## config.mk

```make
export PLATFORM = sky130hd
export DESIGN_NAME = bkpt_match_table
export DESIGN_NICKNAME = d
export VERILOG_FILES = /design/src/rtl/bkpt_pkg.sv /design/src/rtl/bkpt_cmp.sv /design/src/rtl/bkpt_prio.sv /design/src/rtl/bkpt_match_table.sv
export SDC_FILE = /design/constraint.sdc
export NUM_CORES = 1
export LEC_CHECK = 0
export ABC_AREA = 1
export BUFFER_PORTS_ARGS = -buffer_cell sky130_fd_sc_hd__buf_2
export CAP_MARGIN = 20
export CORE_UTILIZATION = 60
export DETAILED_ROUTE_END_ITERATION = 8
export PLACE_DENSITY = 0.78
export SLEW_MARGIN = 20
export SYNTH_ARGS = -nofsm -noshare
export SYNTH_HDL_FRONTEND = slang
export SYNTH_SLANG_ARGS = --single-unit
export TNS_END_PERCENT = 5
```

## constraint.sdc

```tcl
create_clock -name clk -period 3.8 [get_ports clk]
set_input_delay 0.38 -clock clk [delete_from_list [all_inputs] [get_ports clk]]
set_output_delay 0.38 -clock clk [all_outputs]
set_load 0.03 [all_outputs]
```

## src/rtl/bkpt_pkg.sv

```systemverilog
package bkpt_pkg;
    localparam int unsigned BK_ADDR_W = 32;
    localparam int unsigned BK_TYPE_W = 3;
    localparam int unsigned BK_DEPTH  = 8;

    typedef enum logic [1:0] {
        BK_IDLE = 2'd0,
        BK_ADD  = 2'd1,
        BK_CLR  = 2'd2,
        BK_BOTH = 2'd3
    } bk_op_e;
endpackage

```

## src/rtl/bkpt_cmp.sv

```systemverilog
// Per-slot comparator: a lookup hit needs an address match, a clear hit needs address and type.
module bkpt_cmp #(
    parameter int unsigned ADDR_W = 32,
    parameter int unsigned TYPE_W = 3
) (
    input  logic              valid_i,
    input  logic [ADDR_W-1:0] ent_addr_i,
    input  logic [TYPE_W-1:0] ent_type_i,
    input  logic [ADDR_W-1:0] pc_i,
    input  logic [ADDR_W-1:0] req_addr_i,
    input  logic [TYPE_W-1:0] req_type_i,
    output logic              pc_hit_o,
    output logic              clr_hit_o
);
    always_comb begin
        pc_hit_o  = valid_i && (ent_addr_i == pc_i);
        clr_hit_o = valid_i && (ent_addr_i == req_addr_i) && (ent_type_i == req_type_i);
    end
endmodule

```

## src/rtl/bkpt_prio.sv

```systemverilog
// Lowest-index-first finder over a request vector.
module bkpt_prio #(
    parameter int unsigned N  = 8,
    localparam int unsigned IW = (N > 1) ? $clog2(N) : 1
) (
    input  logic [N-1:0]  req_i,
    output logic          found_o,
    output logic [IW-1:0] idx_o
);
    always_comb begin
        found_o = 1'b0;
        idx_o   = '0;
        for (int i = N - 1; i >= 0; i--) begin
            if (req_i[i]) begin
                found_o = 1'b1;
                idx_o   = IW'(i);
            end
        end
    end
endmodule

```

## src/rtl/bkpt_match_table.sv

```systemverilog
module bkpt_match_table
    import bkpt_pkg::*;
#(
    parameter int unsigned DEPTH  = BK_DEPTH,
    parameter int unsigned ADDR_W = BK_ADDR_W,
    parameter int unsigned TYPE_W = BK_TYPE_W,
    localparam int unsigned CW    = $clog2(DEPTH + 1),
    localparam int unsigned IW    = (DEPTH > 1) ? $clog2(DEPTH) : 1
) (
    input  logic              clk,
    input  logic              rst_n,
    input  logic              add_i,
    input  logic              clr_i,
    input  logic [ADDR_W-1:0] cmd_addr_i,
    input  logic [TYPE_W-1:0] cmd_type_i,
    input  logic [ADDR_W-1:0] pc_i,
    output logic              hit_o,
    output logic [TYPE_W-1:0] hit_type_o,
    output logic              clr_done_o,
    output logic              clr_ok_o,
    output logic [CW-1:0]     cnt_o,
    output logic              ovf_o
);
    typedef struct packed {
        logic [DEPTH-1:0][ADDR_W-1:0] addr;
        logic [DEPTH-1:0][TYPE_W-1:0] typ;
        logic [CW-1:0]                cnt;
        logic                         ovf;
        logic                         done;
        logic                         ok;
    } state_t;

    state_t state_d, state_q;

    logic [DEPTH-1:0] valid;
    logic [DEPTH-1:0] pc_hit;
    logic [DEPTH-1:0] clr_hit;
    logic             pc_found;
    logic [IW-1:0]    pc_idx;
    logic             clr_found;
    logic [IW-1:0]    clr_idx;

    // Occupancy mask and per-slot comparators
    for (genvar g = 0; g < DEPTH; g++) begin : g_slot
        assign valid[g] = (CW'(g) < state_q.cnt);

        bkpt_cmp #(
            .ADDR_W(ADDR_W),
            .TYPE_W(TYPE_W)
        ) u_cmp (
            .valid_i    (valid[g]),
            .ent_addr_i (state_q.addr[g]),
            .ent_type_i (state_q.typ[g]),
            .pc_i       (pc_i),
            .req_addr_i (cmd_addr_i),
            .req_type_i (cmd_type_i),
            .pc_hit_o   (pc_hit[g]),
            .clr_hit_o  (clr_hit[g])
        );
    end

    bkpt_prio #(.N(DEPTH)) u_pc_prio (
        .req_i   (pc_hit),
        .found_o (pc_found),
        .idx_o   (pc_idx)
    );

    bkpt_prio #(.N(DEPTH)) u_clr_prio (
        .req_i   (clr_hit),
        .found_o (clr_found),
        .idx_o   (clr_idx)
    );

    // Next-state computation
    always_comb begin
        state_d      = state_q;
        state_d.done = 1'b0;
        state_d.ok   = 1'b0;
        if (clr_i) begin
            state_d.done = 1'b1;
            if (clr_found) begin
                state_d.ok  = 1'b1;
                state_d.cnt = state_q.cnt - 1'b1;
                for (int i = 0; i < DEPTH; i++) begin
                    if (IW'(i) >= clr_idx) begin
                        if (i < DEPTH - 1) begin
                            state_d.addr[i] = state_q.addr[i+1];
                            state_d.typ[i]  = state_q.typ[i+1];
                        end else begin
                            state_d.addr[i] = '0;
                            state_d.typ[i]  = '0;
                        end
                    end
                end
            end
        end else if (add_i) begin
            if (state_q.cnt == CW'(DEPTH)) begin
                state_d.ovf = 1'b1;
            end else begin
                state_d.cnt = state_q.cnt + 1'b1;
                for (int i = 0; i < DEPTH; i++) begin
                    if (CW'(i) == state_q.cnt) begin
                        state_d.addr[i] = cmd_addr_i;
                        state_d.typ[i]  = cmd_type_i;
                    end
                end
            end
        end
    end

    always_ff @(posedge clk) begin
        if (!rst_n) begin
            state_q <= '0;
        end else begin
            state_q <= state_d;
        end
    end

    // Outputs
    always_comb begin
        hit_o      = pc_found;
        hit_type_o = pc_found ? state_q.typ[pc_idx] : '0;
        clr_done_o = state_q.done;
        clr_ok_o   = state_q.ok;
        cnt_o      = state_q.cnt;
        ovf_o      = state_q.ovf;
    end
endmodule

```

==> results.md, run 1 <==
- Die height: 196 um
- Post-Synth Simple-Gate Area: 0.401
- Count leader, synth: nand2_1
- Syn Nets: 3862
- Cell Area, Placed: 0.0232 mm^2
- Synth Warn #: 0
- Share of the synthesized area in the top cell type: 0.253
- Total GRT Usage: 0.664
- Synth Cell Area: 0.0227 mm^2
- Largest net degree at the start of global routing: 114
- Global route total overflow: 29
- Mux contribution to synthesized area: 0
- Halt Stage: global routing
- I/O Pins: 82
- Log Error: [ERROR GRT-0116] Global routing finished with congestion. Check the congestion regions in the DRC Viewer.
- Post-synth EDFFs: 0
- Htree depth: 2
- Combinational family with the most area after synthesis: simple AND/OR/NAND/NOR gates
- Post-synth ARST share: 0
- Synth unique cells: 46
- Syn Area/Cell: 5.99 um^2
- Post-Synthesis Cells: 3787
- CTS max path bufs: 3
- Detailed placement HPWL: 90.3 mm
- # hold bufs at CTS: 0
- Xor/xnor cell area share of the yosys netlist: 0.124
- Via count of the first global-routing pass: 28600
- Adder-cell share of the synthesized area: 0.00221
- Synth Flop Type: dfxtp_1
- Run status: did not finish
- Synth Area in Compound Gates: 0.127
- TritonCTS buffer count: 34
- Std-Cell Rows: 70
- Most frequent cells after synthesis: 882 x nand2_1, 630 x nor2_1, 353 x a21oi_1
- Area contributors post-synth: dfxtp_1 25%, nand2_1 15%, nor2_1 10%
- Root Buffer: clkbuf_16
- Placed Instances: 4205
- RePlAce Congestion: 1.70
- Die X: 196 um
- Post-Place Worst Slack: -0.0667 ns
- #FFs+latches synth: 287
- Largest area contributor in the netlist: dfxtp_1
- Seq/Total Area, Yosys: 0.253
- Initial Utilization: 0.615
- Clock sink total: 287
- First-pass GRT wire length: 191 mm
- Port bufs: 81
## metrics by stage
stage	hold WS, ns	util
after floorplan	0.470	-
after CTS	0.232	0.660
after global placement	0.452	0.629
after detailed placement	0.458	0.629
## kinds of logic after synthesis
kind of cell	Yosys count
fa+ha+maj	4
compound gates	562
buf+inv	490
flops	287
xor+xnor	321
simple gates	2123
## per-layer routing
| layer | GRT usage | overflow |
|---|---|---|
| met3 | 0.500 | 0 |
| met5 | 0.284 | 0 |
| met4 | 0.591 | 17 |
| met1 | 0.696 | 0 |
| met2 | 0.822 | 12 |
## repair_timing
action | in CTS
buffers inserted | 1
setup endpoints to repair | 4
pin swaps | 3
gates resized for setup | 19
==> run 2: changes to the inputs <==
CORE_UTILIZATION = 40   (was 60)
PLACE_DENSITY = unset   (was 0.78)
PLACE_DENSITY_LB_ADDON = 0.15   (was unset)
==> run 2 against run 1 <==
The flow now finishes, with violations (setup timing). Synthesized cell count stayed put. Synthesized area stayed put.
==> results.md, run 2 <==
- Worst Setup Path Type: flip-flop to output port
- Initial Utilization: 0.408 (-0.206)
- CP required: 3.42 ns
- Detailed placement HPWL: 133 mm (+48%)
- Switching Share: 0.397
- Synth unique cells: 46 (unchanged)
- TritonCTS buffer count: 34 (unchanged)
- CTS max path bufs: 3 (unchanged)
- Die height: 240 um (+22%)
- Worst EP arrival: 3.49 ns
- Pwr Total: 10.1 mW
- Area contributors post-synth: dfxtp_1 25%, nand2_1 15%, nor2_1 10%
- Fin util: 0.481
- Pleak: 11.4 nW
- Peak VDD IR: 0.000518 V
- Synth Flop Type: dfxtp_1
- Clock skew: 0.0346 ns
- Root Buffer: clkbuf_16
- Number of fill cells: 5997
- Count leader, synth: nand2_1
- CTS tree: yes
- Syn-to-layout area delta: 17.7%
- Pre-antenna DRT Iters: 8
- Port bufs: 81 (unchanged)
- Crit path buffers/inverters: 3
- RR Endpoint: state_q[71]
- Critical Path Stages: 12
- Synth Warn #: 0 (unchanged)
- Comb pwr share: 0.305
- Global route total overflow: 0
- FF-to-FF Start: state_q[9]
- Failing checks: setup timing
- Fin Setup TNS: -0.163 ns
- Die X: 240 um (+22%)
- Tcrit/Tclk final: 1.02
- Via count of the first global-routing pass: 25900
- Worst Path Max Fanout: 4
- Post-synth ARST share: 0 (unchanged)
- Final Instance Area: 0.0267 mm^2
- Vias: 29300
- I/O Pins: 82 (unchanged)
- Hold/Removal Path Class: input pin to flip-flop
- Most frequent cells after synthesis: 882 x nand2_1, 630 x nor2_1, 353 x a21oi_1
- Cell Area, Placed: 0.0252 mm^2 (+8.7%)
- RSZ-0062 raised after global routing: true
- Initial antenna violation count: 13
- Placed Instances: 4649 (+11%)
- Setup violators final: 3
- Run status: complete, but fails checks
- Final worst setup slack: -0.0728 ns
- Worst Setup SP: state_q[32]
- Clock power share: 0.344
- DR WL/cell: 34.1 um
- FF/Latch Area: 0.00576 mm^2
- Largest area contributor in the netlist: dfxtp_1
- Slowest CP cell: dfxtp_1
- Clk Latency, worst-skew pair: 0.59 ns
- Total GRT Usage: 0.550
- Post-synth EDFFs: 0 (unchanged)
- Final hold violation count: 0
- Slew HR: 0.299
- DRC viols: 0
- Syn Nets: 3862 (unchanged)
- RePlAce Congestion: 1.20 (-29%)
- Core area: 0.0555 mm^2
- Pint: 6.11 mW
- #FFs+latches synth: 287 (unchanged)
- Worst slew pin tran: 1.04 ns
- Critical path's largest stage delay: 0.70 ns
- Post-Place Worst Slack: 0.0809 ns (+0.148 ns)
- Crit path time final: 3.87 ns
- Most flop-heavy register: state_q
- Most common cell after layout, fill and taps aside: nand2_1
- WHS: 0.360 ns
- Seq pwr share: 0.351
- Power Density: 380 mW/mm^2
- Most frequent cells in the layout: 862 x nand2_1, 625 x nor2_1, 352 x a21oi_1
- Top achievable clock speed: 258 MHz
- R2r setup slk: 0.03 ns
- Vias per std cell: 6.20
- Crit-path cells: xor2_1 > nor2_1 > nand4_1 > nor2_1 > nand3_1 > nand2_1 > nor2_1 > inv_1 > buf_4 > nand3_1 > nand2_2 > buf_6
- NumNets Final: 4018
- Die area: 0.0576 mm^2
- Reg clk slew, reported paths: 0.06 ns
- Seq/Total Area, Yosys: 0.253 (unchanged)
- Switching power total: 4.03 mW
- Setup crit end kind: output port
- Htree depth: 2 (unchanged)
- Area of the multi-input gates: 0.0151 mm^2
- Number of flip-flops in the largest register: 280
- Syn Area/Cell: 5.99 um^2 (unchanged)
- Share of the synthesized area in the top cell type: 0.253 (unchanged)
- Clock sink total: 287 (unchanged)
- Detail Route Antenna Nets: 0
- Post-Route WL: 161 mm
- Maxcap violations: 0
- Critical path startpoint category: flip-flop
- Crit-path leading delay family: simple AND/OR/NAND/NOR gates
- Fin cells: 4722
- Slew Limit Fails: 0
- Layout cell share with drive strength beyond 1: 0.132
- First-pass GRT wire length: 215 mm
- Worst r2r path cells: 18
- Synth Cell Area: 0.0227 mm^2 (unchanged)
- Iteration-0 DRC Markers: 4485
- Std-Cell Rows: 86 (+23%)
- Most frequent cell on the critical path: nor2_1
- Post-Synthesis Cells: 3787 (unchanged)
- Crit path to: hit_type_o[0]
- Largest net degree at the start of global routing: 128
-- run 2: power by group through the flow --
stage | logic (mW) | registers, mW | clock network [mW]
after floorplan | 1.55 | 3.43 | 0
after global placement | 2.85 | 3.59 | 0
after detailed placement | 2.85 | 3.59 | 0
after CTS | 2.87 | 3.53 | 3.47
after global routing | 3.15 | 3.55 | 3.58
final | 3.09 | 3.56 | 3.49
-- run 2: how the worst min path moves through the flow --
stage | start | to | cells past startpoint
after global routing | cmd_addr_i[11] | state_q[266] | 3
after CTS | cmd_addr_i[11] | state_q[266] | 3
after global placement | ovf_o | ovf_o | 2
final | add_i | cnt_o[2] | 5
after detailed placement | ovf_o | ovf_o | 2
after floorplan | state_q[23] | state_q[23] | 2
-- run 2: cell families (layout without fill, tap and decap cells) --
logic type      Yosys count  in the layout  synth area share
xor+xnor                321            321             0.124
other cells               0              5                 0
compound gates          562            562             0.127
flops                   287            287             0.253
fa+ha+maj                 4              4           0.00221
simple gates           2123           2123             0.401
buf+inv                 490            672            0.0919
-- run 2: final cells by class --
| cell class | instances | area share |
|---|---|---|
| clock inverter | 15 | 0.00581 |
| tap | 748 | 0.0351 |
| inverter | 271 | 0.0382 |
| antenna | 5 | 0.000469 |
| clock buffer | 47 | 0.0375 |
| timing repair buffer | 339 | 0.102 |
| sequential | 287 | 0.216 |
| multi-input combinational | 3010 | 0.565 |
-- run 2: per-layer routing --
| layer | up-vias | part of all wire | global-route usage |
|---|---|---|---|
| met1 | 13700 | 0.37 | 0.668 |
| met2 | 2363 | 0.39 | 0.780 |
| met5 | - | 0.00028 | 0 |
| met3 | 626 | 0.13 | 0.169 |
| li1 | 12600 | - | - |
| met4 | 8 | 0.11 | 0.481 |
-- run 2: worst min-delay path, delay by kind of cell --
kind / cells / cell delay [ns]
AOI/OAI and AO/OA: 1 / 0.08
and+or+nand+nor: 2 / 0.25
buffers and inverters: 2 / 0.17
-- run 2: repair_timing --
item / in CTS / in global routing
hold buffers: 0 / 0
gates cloned: 0 / 1
buffers inserted: 1 / 4
setup endpoints to repair: 3 / 3
resized for setup: 18 / 54
pin swaps: 1 / 9
Note: power is estimated with default switching activity, not from simulation.
==> run 3: changes to the inputs <==
CORE_MARGIN = 5   (was unset)
clock period = 4.8 ns   (was 3.8 ns; I/O delays follow)
==> run 3 against run 2 <==
The run still ends with setup timing left. Cell count decreased by 3.1%. Non-clock buffer count shrank 160. Largest cell class unchanged. Register-to-register slack improved by 0.79 ns. Worst hold slack better by 0.091 ns. Sequential cell count stayed put. Die area is 6.8% higher. First-iteration DRC count grew 1.5%.
==> results.md, run 3 (synthesis results as in run 2) <==
- Initial antenna violation count: 14 (+1)
- Via count of the first global-routing pass: 25000 (-3.7%)
- Syn-to-layout area delta: 10.8%
- Hold/Removal Path Class: input pin to flip-flop
- Die height: 248 um (+3.3%)
- TritonCTS buffer count: 36 (+5.9%)
- CTS tree: yes
- First-pass GRT wire length: 209 mm (-3.1%)
- Setup violators final: 3 (unchanged)
- Top achievable clock speed: 207 MHz
- DR WL/cell: 34.3 um (+0.41%)
- Die X: 248 um (+3.3%)
- Pwr Total: 7.98 mW (-21%)
- Post-Place Worst Slack: 0.600 ns (+0.519 ns)
- Cell Area, Placed: 0.0239 mm^2 (-5.4%)
- Detail Route Antenna Nets: 0 (unchanged)
- Reg clk slew, reported paths: 0.06 ns (about the same)
- Failing checks: setup timing
- Worst Setup Path Type: flip-flop to output port
- Worst EP arrival: 4.35 ns (+0.86 ns)
- Crit path time final: 4.83 ns
- Total GRT Usage: 0.491 (-0.0591)
- Fin Setup TNS: -0.0747 ns (+0.0883 ns)
- Fin cells: 4575 (-3.1%)
- Final Instance Area: 0.0251 mm^2 (-5.9%)
- CP required: 4.32 ns (+0.90 ns)
- Pre-antenna DRT Iters: 8 (unchanged)
- Worst slew pin tran: 1.03 ns (-0.0140 ns)
- Std-Cell Rows: 87 (+1.2%)
- Clock sink total: 287 (unchanged)
- Iteration-0 DRC Markers: 4552 (+1.5%)
- Worst Path Max Fanout: 12 (+8)
- Setup Fix Bufs, Post-CTS: 0 (-1)
- Detailed placement HPWL: 127 mm (-5.2%)
- Power Density: 318 mW/mm^2 (-16%)
- RSZ-0062 raised after global routing: false
- Root Buffer: clkbuf_16
- I/O Pins: 82 (unchanged)
- Port bufs: 81 (unchanged)
- Tcrit/Tclk final: 1.01
- Slew HR: 0.311 (+0.0120)
- Maxcap violations: 0 (unchanged)
- Area of the multi-input gates: 0.0149 mm^2 (-1.3%)
- Pleak: 10.5 nW (-7.8%)
- Htree depth: 2 (unchanged)
- Post-Route WL: 157 mm (-2.7%)
- Initial Utilization: 0.403 (-0.00547)
- CTS max path bufs: 3 (unchanged)
- Placed Instances: 4503 (-3.1%)
- Vias per std cell: 6.21 (+0.21%)
- Layout cell share with drive strength beyond 1: 0.0808 (-0.0507)
- Critical path startpoint category: flip-flop
- Peak VDD IR: 0.000409 V (-21%)
- RePlAce Congestion: 1.19 (-1.2%)
- Clock skew: 0.0324 ns (-0.00216 ns)
- Number of flip-flops in the largest register: 280 (unchanged)
- WHS: 0.451 ns (+0.0907 ns)
- Die area: 0.0615 mm^2 (+6.8%)
- FF/Latch Area: 0.00575 mm^2 (-0.33%)
- DRC viols: 0 (unchanged)
- Number of fill cells: 6165 (+2.8%)
- Largest net degree at the start of global routing: 91 (-29%)
- Final hold violation count: 0 (unchanged)
- Vias: 28400 (-2.9%)
- Global route total overflow: 0 (unchanged)
- Clk Latency, worst-skew pair: 0.60 ns (about the same)
- Setup crit end kind: output port
- Final worst setup slack: -0.0334 ns (+0.0394 ns)
- Slew Limit Fails: 0 (unchanged)
- Run status: complete, but fails checks
- Most frequent cells in the layout: 877 x nand2_1, 630 x nor2_1, 353 x a21oi_1
- Most flop-heavy register: state_q
- Core area: 0.0563 mm^2 (+1.4%)
- NumNets Final: 3860 (-3.9%)
- Most common cell after layout, fill and taps aside: nand2_1
- Fin util: 0.446 (-0.0346)
run 3: cell count changes in the layout (fill, tap and decap cells not counted), moves of 6 or more:
cell / before / now
buf_4: 230 / 88
buf_12: 27 / 10
xnor2_2: 6 / 0
nand2_1: 862 / 877
xnor2_1: 201 / 207
dfxtp_1: 274 / 287
nand2_2: 25 / 11
dfxtp_2: 12 / 0
run 3: critical path, stage by stage (launching register included):
cell,delay [ns]
dfxtp_1,0.51
inv_1,0.14
ha_1,0.29
nand2_1,0.31
nand2_1,0.19
inv_1,0.17
nand4_1,0.16
nor4_2,0.53
nand3_1,0.37
nand2_1,0.20
buf_4,0.21
nand3_1,0.09
nand3_1,0.09
nand3_1,0.08
nand2_1,0.18
buf_2,0.24
run 3: cell type report:
type | instances | area share
Antenna cell | 8 | 0.000797
Clock inverter | 18 | 0.00852
Timing Repair Buffer | 179 | 0.0510
Tap cell | 756 | 0.0377
Inverter | 271 | 0.0406
Sequential cell | 287 | 0.229
Clock buffer | 46 | 0.0398
Multi-Input combinational cell | 3010 | 0.593
run 3: timing repair:
action                                 4_1_cts  5_1_grt
setup endpoints to repair                    3        0
endpoints found under the hold margin        0        0
hold buffers                                 0        0
resized for setup                            1        0
run 3: power by group:
group	internal, mW	switching [mW]	total, mW
registers	2.52	0.290	2.81
clock network	1.65	1.26	2.91
logic	0.627	1.63	2.25
run 3: worst paths after layout:
check	start	end	slack [ns]	cells after the start
worst max-delay path	cnt_o[0]	hit_type_o[1]	-0.03	15
worst max register to register	cnt_o[0]	state_q[44]	0.82	20
worst min register to register	ovf_o	ovf_o	0.50	2
worst min-delay path	cmd_addr_i[11]	state_q[266]	0.45	3
run 3: metal layers:
metal  part of all wire  global-route usage  up-vias
met5            0.00037                   0        -
met4               0.10               0.372       10
met3               0.12               0.141      578
met2               0.40               0.702     2266
met1               0.38               0.621    13300
li1                   -                   -    12300
